<file path="config.mk">
export PLATFORM = sky130hd
export DESIGN_NAME = clkstat_flags
export DESIGN_NICKNAME = d
export VERILOG_FILES = /design/src/rtl/clkstat_pkg.sv /design/src/rtl/clkstat_seq.sv /design/src/rtl/clkstat_lock_flags.sv /design/src/rtl/clkstat_loc_flag.sv /design/src/rtl/clkstat_rd_port.sv /design/src/rtl/clkstat_flags.sv
export SDC_FILE = /design/constraint.sdc
export NUM_CORES = 1
export LEC_CHECK = 0
export BUFFER_PORTS_ARGS = -buffer_cell sky130_fd_sc_hd__buf_2
export CORE_AREA = 5 5 42 44
export CTS_BUF_LIST = sky130_fd_sc_hd__clkbuf_4
export CTS_CLUSTER_SIZE = 40
export DETAILED_ROUTE_END_ITERATION = 10
export DIE_AREA = 0 0 47 49
export GPL_TIMING_DRIVEN = 0
export PLACE_DENSITY = 0.74
export REMOVE_ABC_BUFFERS = 1
export SYNTH_ARGS = -nofsm -noshare
export SYNTH_HDL_FRONTEND = slang
export SYNTH_HIERARCHICAL = 1
export SYNTH_SLANG_ARGS = --single-unit
</file>
<file path="constraint.sdc">
create_clock -name clk -period 2.17 [get_ports clk]
set_input_delay 0.1085 -clock clk [delete_from_list [all_inputs] [get_ports clk]]
set_output_delay 0.1085 -clock clk [all_outputs]
set_load 0.01 [all_outputs]
</file>
<file path="src/rtl/clkstat_pkg.sv">
package clkstat_pkg;
  localparam int MODE_W = 2;
  localparam int SEL_W  = 2;
  localparam int RD_W   = 3;
  localparam int RD_LIVE_BIT   = 2;
  localparam int RD_STICKY_BIT = 1;
  localparam int RD_LOST_BIT   = 0;
  localparam logic [MODE_W-1:0] MODE_EXTERNAL = '0;

  typedef enum logic [1:0] {
    PH_RUN  = 2'd0,
    PH_STOP = 2'd1,
    PH_WAKE = 2'd2
  } phase_e;
endpackage

</file>
<file path="src/rtl/clkstat_seq.sv">
module clkstat_seq
  import clkstat_pkg::*;
#(
  parameter int                 CFG_W   = SEL_W,
  parameter logic [CFG_W-1:0]   ALL_OFF = '1
) (
  input  logic             clk,
  input  logic             rst,
  input  logic             stop_req,
  input  logic [CFG_W-1:0] stop_cfg,
  input  logic             fast_wake_en,
  input  logic             pll_lock_in,
  input  logic             osc_ready,
  output phase_e           phase,
  output logic             enter_stop,
  output logic             wake_start,
  output logic             wake_all_off,
  output logic             lock_back,
  output logic             osc_back,
  output logic             wake_armed
);
  phase_e           phase_q;
  logic             fwk_q;
  logic [CFG_W-1:0] cfg_q;
  logic             lock_wait_q;
  logic             osc_wait_q;
  logic             leave_stop;
  logic             lock_wait_n;
  logic             osc_wait_n;

  always_comb begin
    enter_stop   = (phase_q == PH_RUN) && stop_req;
    leave_stop   = (phase_q == PH_STOP) && !stop_req;
    wake_start   = leave_stop && fwk_q;
    wake_all_off = wake_start && (cfg_q == ALL_OFF);
    lock_back    = (phase_q == PH_WAKE) && lock_wait_q && pll_lock_in;
    osc_back     = (phase_q == PH_WAKE) && osc_wait_q && osc_ready;
    lock_wait_n  = lock_wait_q && !lock_back;
    osc_wait_n   = osc_wait_q && !osc_back;
  end

  always_ff @(posedge clk) begin
    if (rst) begin
      phase_q     <= PH_RUN;
      fwk_q       <= 1'b0;
      cfg_q       <= '0;
      lock_wait_q <= 1'b0;
      osc_wait_q  <= 1'b0;
    end else begin
      unique case (phase_q)
        PH_RUN: begin
          if (enter_stop) begin
            phase_q <= PH_STOP;
            fwk_q   <= fast_wake_en;
            cfg_q   <= stop_cfg;
          end
        end
        PH_STOP: begin
          if (leave_stop) begin
            if (fwk_q) begin
              phase_q     <= PH_WAKE;
              lock_wait_q <= 1'b1;
              osc_wait_q  <= (cfg_q == ALL_OFF);
            end else begin
              phase_q <= PH_RUN;
            end
          end
        end
        PH_WAKE: begin
          lock_wait_q <= lock_wait_n;
          osc_wait_q  <= osc_wait_n;
          if (!lock_wait_n && !osc_wait_n) phase_q <= PH_RUN;
        end
        default: phase_q <= PH_RUN;
      endcase
    end
  end

  assign phase      = phase_q;
  assign wake_armed = fwk_q;
endmodule

</file>
<file path="src/rtl/clkstat_lock_flags.sv">
module clkstat_lock_flags (
  input  logic clk,
  input  logic rst,
  input  logic pll_mode,
  input  logic run_active,
  input  logic enter_stop,
  input  logic wake_start,
  input  logic lock_back,
  input  logic pll_lock_in,
  output logic lock_live,
  output logic lock_sticky
);
  logic live_q;
  logic sticky_q;
  logic saved_q;
  logic lock_now;
  logic lock_drop;

  assign lock_now  = pll_mode && pll_lock_in;
  assign lock_drop = run_active && live_q && !lock_now;

  always_ff @(posedge clk) begin
    if (rst) begin
      live_q <= 1'b0;
    end else begin
      live_q <= lock_now;
    end
  end

  always_ff @(posedge clk) begin
    if (rst) begin
      saved_q <= 1'b0;
    end else if (enter_stop) begin
      saved_q <= sticky_q;
    end
  end

  always_ff @(posedge clk) begin
    if (rst) begin
      sticky_q <= pll_mode;
    end else if (wake_start) begin
      sticky_q <= 1'b0;
    end else if (lock_back) begin
      sticky_q <= saved_q;
    end else if (lock_drop) begin
      sticky_q <= 1'b0;
    end
  end

  assign lock_live   = live_q;
  assign lock_sticky = sticky_q;
endmodule

</file>
<file path="src/rtl/clkstat_loc_flag.sv">
module clkstat_loc_flag (
  input  logic clk,
  input  logic rst,
  input  logic pll_mode,
  input  logic run_active,
  input  logic loc_enable,
  input  logic loc_pulse,
  input  logic enter_stop,
  input  logic wake_all_off,
  input  logic osc_back,
  output logic clk_lost
);
  logic lost_q;
  logic saved_q;
  logic capture;

  assign capture = run_active && pll_mode && loc_enable && loc_pulse;

  always_ff @(posedge clk) begin
    if (rst) begin
      saved_q <= 1'b0;
    end else if (enter_stop) begin
      saved_q <= lost_q;
    end
  end

  always_ff @(posedge clk) begin
    if (rst) begin
      lost_q <= 1'b0;
    end else if (wake_all_off) begin
      lost_q <= 1'b1;
    end else if (osc_back) begin
      lost_q <= saved_q;
    end else if (capture) begin
      lost_q <= 1'b1;
    end
  end

  assign clk_lost = lost_q;
endmodule

</file>
<file path="src/rtl/clkstat_rd_port.sv">
module clkstat_rd_port #(
  parameter int W = 3
) (
  input  logic         clk,
  input  logic         rst,
  input  logic         rd_strobe,
  input  logic [W-1:0] flags_in,
  output logic [W-1:0] rd_flags
);
  always_ff @(posedge clk) begin
    if (rst) begin
      rd_flags <= '0;
    end else if (rd_strobe) begin
      rd_flags <= flags_in;
    end
  end
endmodule

</file>
<file path="src/rtl/clkstat_flags.sv">
module clkstat_flags
  import clkstat_pkg::*;
(
  input  logic              clk,
  input  logic              rst,
  input  logic [MODE_W-1:0] clk_mode,
  input  logic              pll_lock_in,
  input  logic              loc_pulse,
  input  logic              loc_enable,
  input  logic              stop_req,
  input  logic [SEL_W-1:0]  stop_cfg,
  input  logic              fast_wake_en,
  input  logic              osc_ready,
  input  logic              rd_strobe,
  output logic              lock_live,
  output logic              lock_sticky,
  output logic              clk_lost,
  output logic [RD_W-1:0]   rd_flags
);
  phase_e          phase;
  logic            pll_mode;
  logic            run_active;
  logic            enter_stop;
  logic            wake_start;
  logic            wake_all_off;
  logic            lock_back;
  logic            osc_back;
  logic            wake_armed;
  logic [RD_W-1:0] flag_vec;

  assign pll_mode   = (clk_mode != MODE_EXTERNAL);
  assign run_active = (phase == PH_RUN);

  clkstat_seq #(.CFG_W(SEL_W)) seq_i (
    .clk          (clk),
    .rst          (rst),
    .stop_req     (stop_req),
    .stop_cfg     (stop_cfg),
    .fast_wake_en (fast_wake_en),
    .pll_lock_in  (pll_lock_in),
    .osc_ready    (osc_ready),
    .phase        (phase),
    .enter_stop   (enter_stop),
    .wake_start   (wake_start),
    .wake_all_off (wake_all_off),
    .lock_back    (lock_back),
    .osc_back     (osc_back),
    .wake_armed   (wake_armed)
  );

  clkstat_lock_flags lock_i (
    .clk         (clk),
    .rst         (rst),
    .pll_mode    (pll_mode),
    .run_active  (run_active),
    .enter_stop  (enter_stop),
    .wake_start  (wake_start),
    .lock_back   (lock_back),
    .pll_lock_in (pll_lock_in),
    .lock_live   (lock_live),
    .lock_sticky (lock_sticky)
  );

  clkstat_loc_flag loc_i (
    .clk          (clk),
    .rst          (rst),
    .pll_mode     (pll_mode),
    .run_active   (run_active),
    .loc_enable   (loc_enable),
    .loc_pulse    (loc_pulse),
    .enter_stop   (enter_stop),
    .wake_all_off (wake_all_off),
    .osc_back     (osc_back),
    .clk_lost     (clk_lost)
  );

  always_comb begin
    flag_vec                = '0;
    flag_vec[RD_LIVE_BIT]   = lock_live;
    flag_vec[RD_STICKY_BIT] = lock_sticky;
    flag_vec[RD_LOST_BIT]   = clk_lost;
  end

  clkstat_rd_port #(.W(RD_W)) rd_i (
    .clk       (clk),
    .rst       (rst),
    .rd_strobe (rd_strobe),
    .flags_in  (flag_vec),
    .rd_flags  (rd_flags)
  );
endmodule

</file>
After elaboration in Yosys (flattened, before gate mapping) --
Index checks and enable logic that the tools add are counted. W data, S select, Z words.
Operators by class: equal/unequal tests 7, muxes and demuxes 18, reduce and logical (&&, ||, !) cells 31
Operator list (count):
- $logic_and A1 B1 Y1 | 17
- $mux W1 | 11
- $mux W2 | 4
- $logic_not A1 Y1 | 6
- $pmux W2 S3 | 1
- $reduce_and A3 Y1 | 2
- $eq A2 B2 Y1 const B | 2
- $ne A2 B1 Y1 const B | 2
- $ne A2 B2 Y1 const B | 2
- $pmux W1 S2 | 2
- $reduce_bool A2 Y1 | 2
- $reduce_bool A4 Y1 | 1
- $reduce_bool A3 Y1 | 1
- $eq A2 B1 Y1 const B | 1
- $logic_not A2 Y1 | 1
- $reduce_and A2 Y1 | 1
Storage, ports and cells: register bits 15, input bits 13, output and inout port bits 6, logic and storage cells 67

Longest topological paths before layout --
word-level depth 9, mapped depth 4, depth with buffers taken out 4

By module --
The synthesis kept the hierarchy.
Modules (own cells, without submodules):
- clkstat_seq | times used 1, cells each 30, area an instance 317.8 um^2, seq. area each 140.1 um^2
- clkstat_lock_flags | times used 1, cells each 11, area an instance 120.1 um^2, seq. area each 70.1 um^2
- clkstat_rd_port | times used 1, cells each 9, area an instance 101.3 um^2, seq. area each 60.1 um^2
- clkstat_loc_flag | times used 1, cells each 8, area an instance 80.1 um^2, seq. area each 40.0 um^2
- clkstat_flags | times used 1, cells each 2, area an instance 10.0 um^2, seq. area each 0.0 um^2

Worst setup path before layout --
Ideal clock, no wire load.
path kind reg-to-reg, from register seq_i.phase_q[0], in the netlist seq_i/phase[0], to register lock_i.sticky_q, in the netlist lock_i/lock_sticky (enable), library setup time 0.243 ns, data arrival time 1.310 ns, required time 1.927 ns, slack 0.618 ns, stages on the path, launching flop included 5, path buffers 0, period minus slack after synthesis 1.552 ns, cell sequence dfxtp_1 and2b_2 and3_1 or3_1 a31o_1
Between the ends: cells in the longest elaborated chain, start to end 4, elaborated cells between the ends (all ways) 10, those cells by class eq/ne (2); reduce/logical (8)
RTL lines:
- from (decl) | RTL line clkstat_seq.sv:22 | phase_e phase_q;
- from (signal assigned) | RTL line clkstat_seq.sv:44 | phase_q <= PH_RUN;
- from (signal assigned) | RTL line clkstat_seq.sv:53 | phase_q <= PH_STOP;
- from (signal assigned) | RTL line clkstat_seq.sv:61 | phase_q <= PH_WAKE;
- $eq A2 B2 Y1 | RTL line clkstat_seq.sv:36 | lock_back = (phase_q == PH_WAKE) && lock_wait_q && pll_lock_in;
- $logic_and A1 B1 Y1 (2 in series) | RTL line clkstat_seq.sv:36
- named net lock_back | RTL line clkstat_flags.sv:26 | logic lock_back;
- $reduce_bool A4 Y1 (no source line)
- to (signal assigned) | RTL line clkstat_lock_flags.sv:40 | sticky_q <= pll_mode;
- to (signal assigned) | RTL line clkstat_lock_flags.sv:44 | sticky_q <= saved_q;
- to (decl) | RTL line clkstat_lock_flags.sv:14 | logic sticky_q;
The timed path passes the listed nets, and every way through them passes these cells. A chain may end at the register's enable or synchronous reset.

Final worst setup path --
Ends and elaborated chain as after synthesis.

==> results.txt <==
Sequential fraction of the synthesis area = 49.30%
H-tree depth reported by CTS = 1
Post-Synth Simple-Gate Area = 26.84%
Largest family of logic cells by synthesized area = simple AND/OR/NAND/NOR gates
Total global routing track utilization = 11.18%
Adder-Cell Fraction of Synth Area = 0%
Arr. time, crit path = 1.70 ns
Achievable clock frequency = 0.6040 GHz
Average cell area after synthesis = 10.49 um^2
Layout cell share with drive strength beyond 1 = 34.15%
Number of antenna violations at the first check in global routing = 0
Initial cell density of the core = 44.91%
RSZ-0062 raised after global routing = false
Final critical-path share of the clock period = 76.29%
Max-slew violation count = 0
Final Wtd Congestion = 0.6792
Setup Total Neg Slack = 0 ns
Type of destination of the critical path = flip-flop
Worst setup path category = reg2reg
R2R setup slack = 0.51 ns
Max-cap violation count = 0
Clock insertion delay at the later pin of the skew report = 0.27 ns
Post-synthesis compound-gate area fraction = 10.54%
Outcome = finished, final reports clean
Number of clock sinks = 15
Synthesized flop and latch total = 15
Number of enable flip-flop cells after synthesis = 1
Hold bufs inserted after CTS = 0
Count of buffers added by post-CTS timing repair for setup = 0
CP required = 2.22 ns
FFs w/ async S/R, synth = 0%
Overflow left after global routing = 0
Multiplexer share of the synthesized area = 12.72%
Area growth from synthesis to layout = 22.27%
CTS tree = done
Port-buffer cells = 18
Final worst clock skew = 0.005515 ns
Critical path peak fanout = 5
HP Class = in2reg
Final Hold Vio Count = 0
Maximum buffer depth of the clock tree = 2
Clock slew at reported path FFs = 0.09 ns
Number of nets in the layout = 96
Dominant register cell in the synthesized netlist = dfxtp_1
Initial drt markers = 12
Remaining number of nets flagged by the antenna check after routing = 0
Die boundary width = 47 um
Maximum number of pins on one net before global-route repair = 18
Library cells used by synthesis = 24
Global-route wire length before repair = 1.966 mm
Iteration count of the initial detailed-routing pass = 4
Via density = 5.276
Setup violations, final = 0
Post-cts gate resize count = 0
CTS Buf Count = 3
Cell area after technology mapping = 629.4 um^2
I/O pin count = 19
Detailed placer's ending HPWL = 927.7 um
Antenna diode count = 0
Overall die area = 0.002303 mm^2
Row cnt = 14
Xor-xnor portion of the synthesized cell area = 0%
Clock root cell = clkbuf_4
Die height = 49 um
Vias in the first global route = 489
Routed via count = 517
Yosys warning count = 6
Maximum vdd drop = 332.0 uV
Number of instances in the synthesized netlist = 60
Routed length per instance = 12.49 um
Total wire length after detailed routing = 1.224 mm
Minimum clock period after layout = 1.656 ns
Relative slew margins = 66.00%
Finished Core Util = 54.91%
Slew @ Worst Pin = 0.5078 ns
Critical Path Start Type = flip-flop
Core Box Area = 0.001401 mm^2
Remaining routing DRC violations = 0
Static Leakage = 0.3480 nW
Power per cell area = 676.5 mW/mm^2
[worst max-delay path, cell delays in order, from the launching register on]
cell     delay (ns)
dfxtp_1        0.40
and2b_2        0.27
and3_1         0.19
or3_1          0.37
a31o_1         0.20
[sequential cells by signal (all words and copies together), names as in the netlist]
| signal | cells |
|---|---|
| loc_i/clk_lost | 1 |
| seq_i/osc_wait_q | 1 |
| seq_i/lock_wait_q | 1 |
| lock_i/lock_live | 1 |
| rd_i/rd_flags | 3 |
| lock_i/saved_q | 1 |
| seq_i/phase | 2 |
| seq_i/wake_armed | 1 |
| loc_i/saved_q | 1 |
| seq_i/cfg_q | 2 |
| lock_i/lock_sticky | 1 |
[power by group]
| part | switching, mW | total, mW | internal, mW | leakage, nW |
|---|---|---|---|---|
| Clock | 0.0823 | 0.166 | 0.0836 | 0.0184 |
| Sequential | 0.00790 | 0.299 | 0.291 | 0.125 |
| Combinational | 0.0266 | 0.0557 | 0.0291 | 0.205 |
| Total | 0.117 | 0.521 | 0.404 | 0.348 |
[kinds of logic (layout without fill, tap and decap cells)]
logic type             count (synthesis)  in the layout
and+or+nand+nor                       28             28
DFF                                   15             15
AOI/OAI and AO/OA                      8              8
muxes                                  8              8
buffers and inverters                  1             23
[cell usage after synthesis (2+ instances only)]
| cell | count | area share (%) |
|---|---|---|
| and3_1 | 2 | 2.0 |
| nor3b_1 | 2 | 2.4 |
| dfxtp_1 | 14 | 45 |
| a211oi_1 | 2 | 2.4 |
| o21ba_2 | 2 | 3.2 |
| nand2b_1 | 2 | 2.0 |
| mux2i_1 | 8 | 13 |
| nor2_1 | 12 | 7.2 |
[metrics by stage]
stage / cells / setup WS, ns / hold WS, ns / total power [mW] / area, um^2
after floorplan: 60 / 0.6176 / 0.1809 / 0.3344 / 629.4
after global placement: 94 / 0.5594 / 0.3441 / 0.3598 / 739.5
after detailed placement: 94 / 0.5389 / 0.3550 / 0.3619 / 739.5
after CTS: 98 / 0.5240 / 0.06398 / 0.5291 / 769.5
after global routing: 98 / 0.4620 / 0.07513 / 0.5503 / 769.5
final: 98 / 0.5145 / 0.06843 / 0.5205 / 769.5
[final timing paths]
path / from / end / cells past startpoint
min: fast_wake_en / seq_i/wake_armed / 3
max reg2reg: seq_i/phase[0] / lock_i/lock_sticky / 4
max: seq_i/phase[0] / lock_i/lock_sticky / 4
min reg2reg: rd_i/rd_flags[0] / rd_i/rd_flags[0] / 2
[layer usage]
metal / vias up / GRT usage [%] / part of all wire (%)
met1: 241 / 14.96 / 45
met3: 0 / 3.690 / 10
li1: 259 / - / -
met4: 0 / 2.765 / 0
met5: - / 0 / 0
met2: 17 / 16.97 / 44
[final cells by class]
cell class              count  area [um^2]
fillers                   147        631.9
multi-input cells          44        315.3
flip-flops and latches     15        310.3
repair buffers             18        90.09
clock buffers               4        30.03
well taps                  16        20.02
inverters                   1        3.754
[cells in the final DEF, fill, tap and decap left out, drive strengths merged]
cell type  count
nor2          12
nand3b         1
a211oi         2
buf           18
edfxtp         1
a31o           1
or3            1
nand2b         2
and4bb         1
or2            1
and2b          1
inv            1
a21boi         1
clkbuf         4
and3           3
a21oi          1
a32o           1
o21ba          2
nand4          1
mux2i          8
nand2          1
nor3b          3
nor3           1
dfxtp         14
Power figures use the tool's default switching activity.
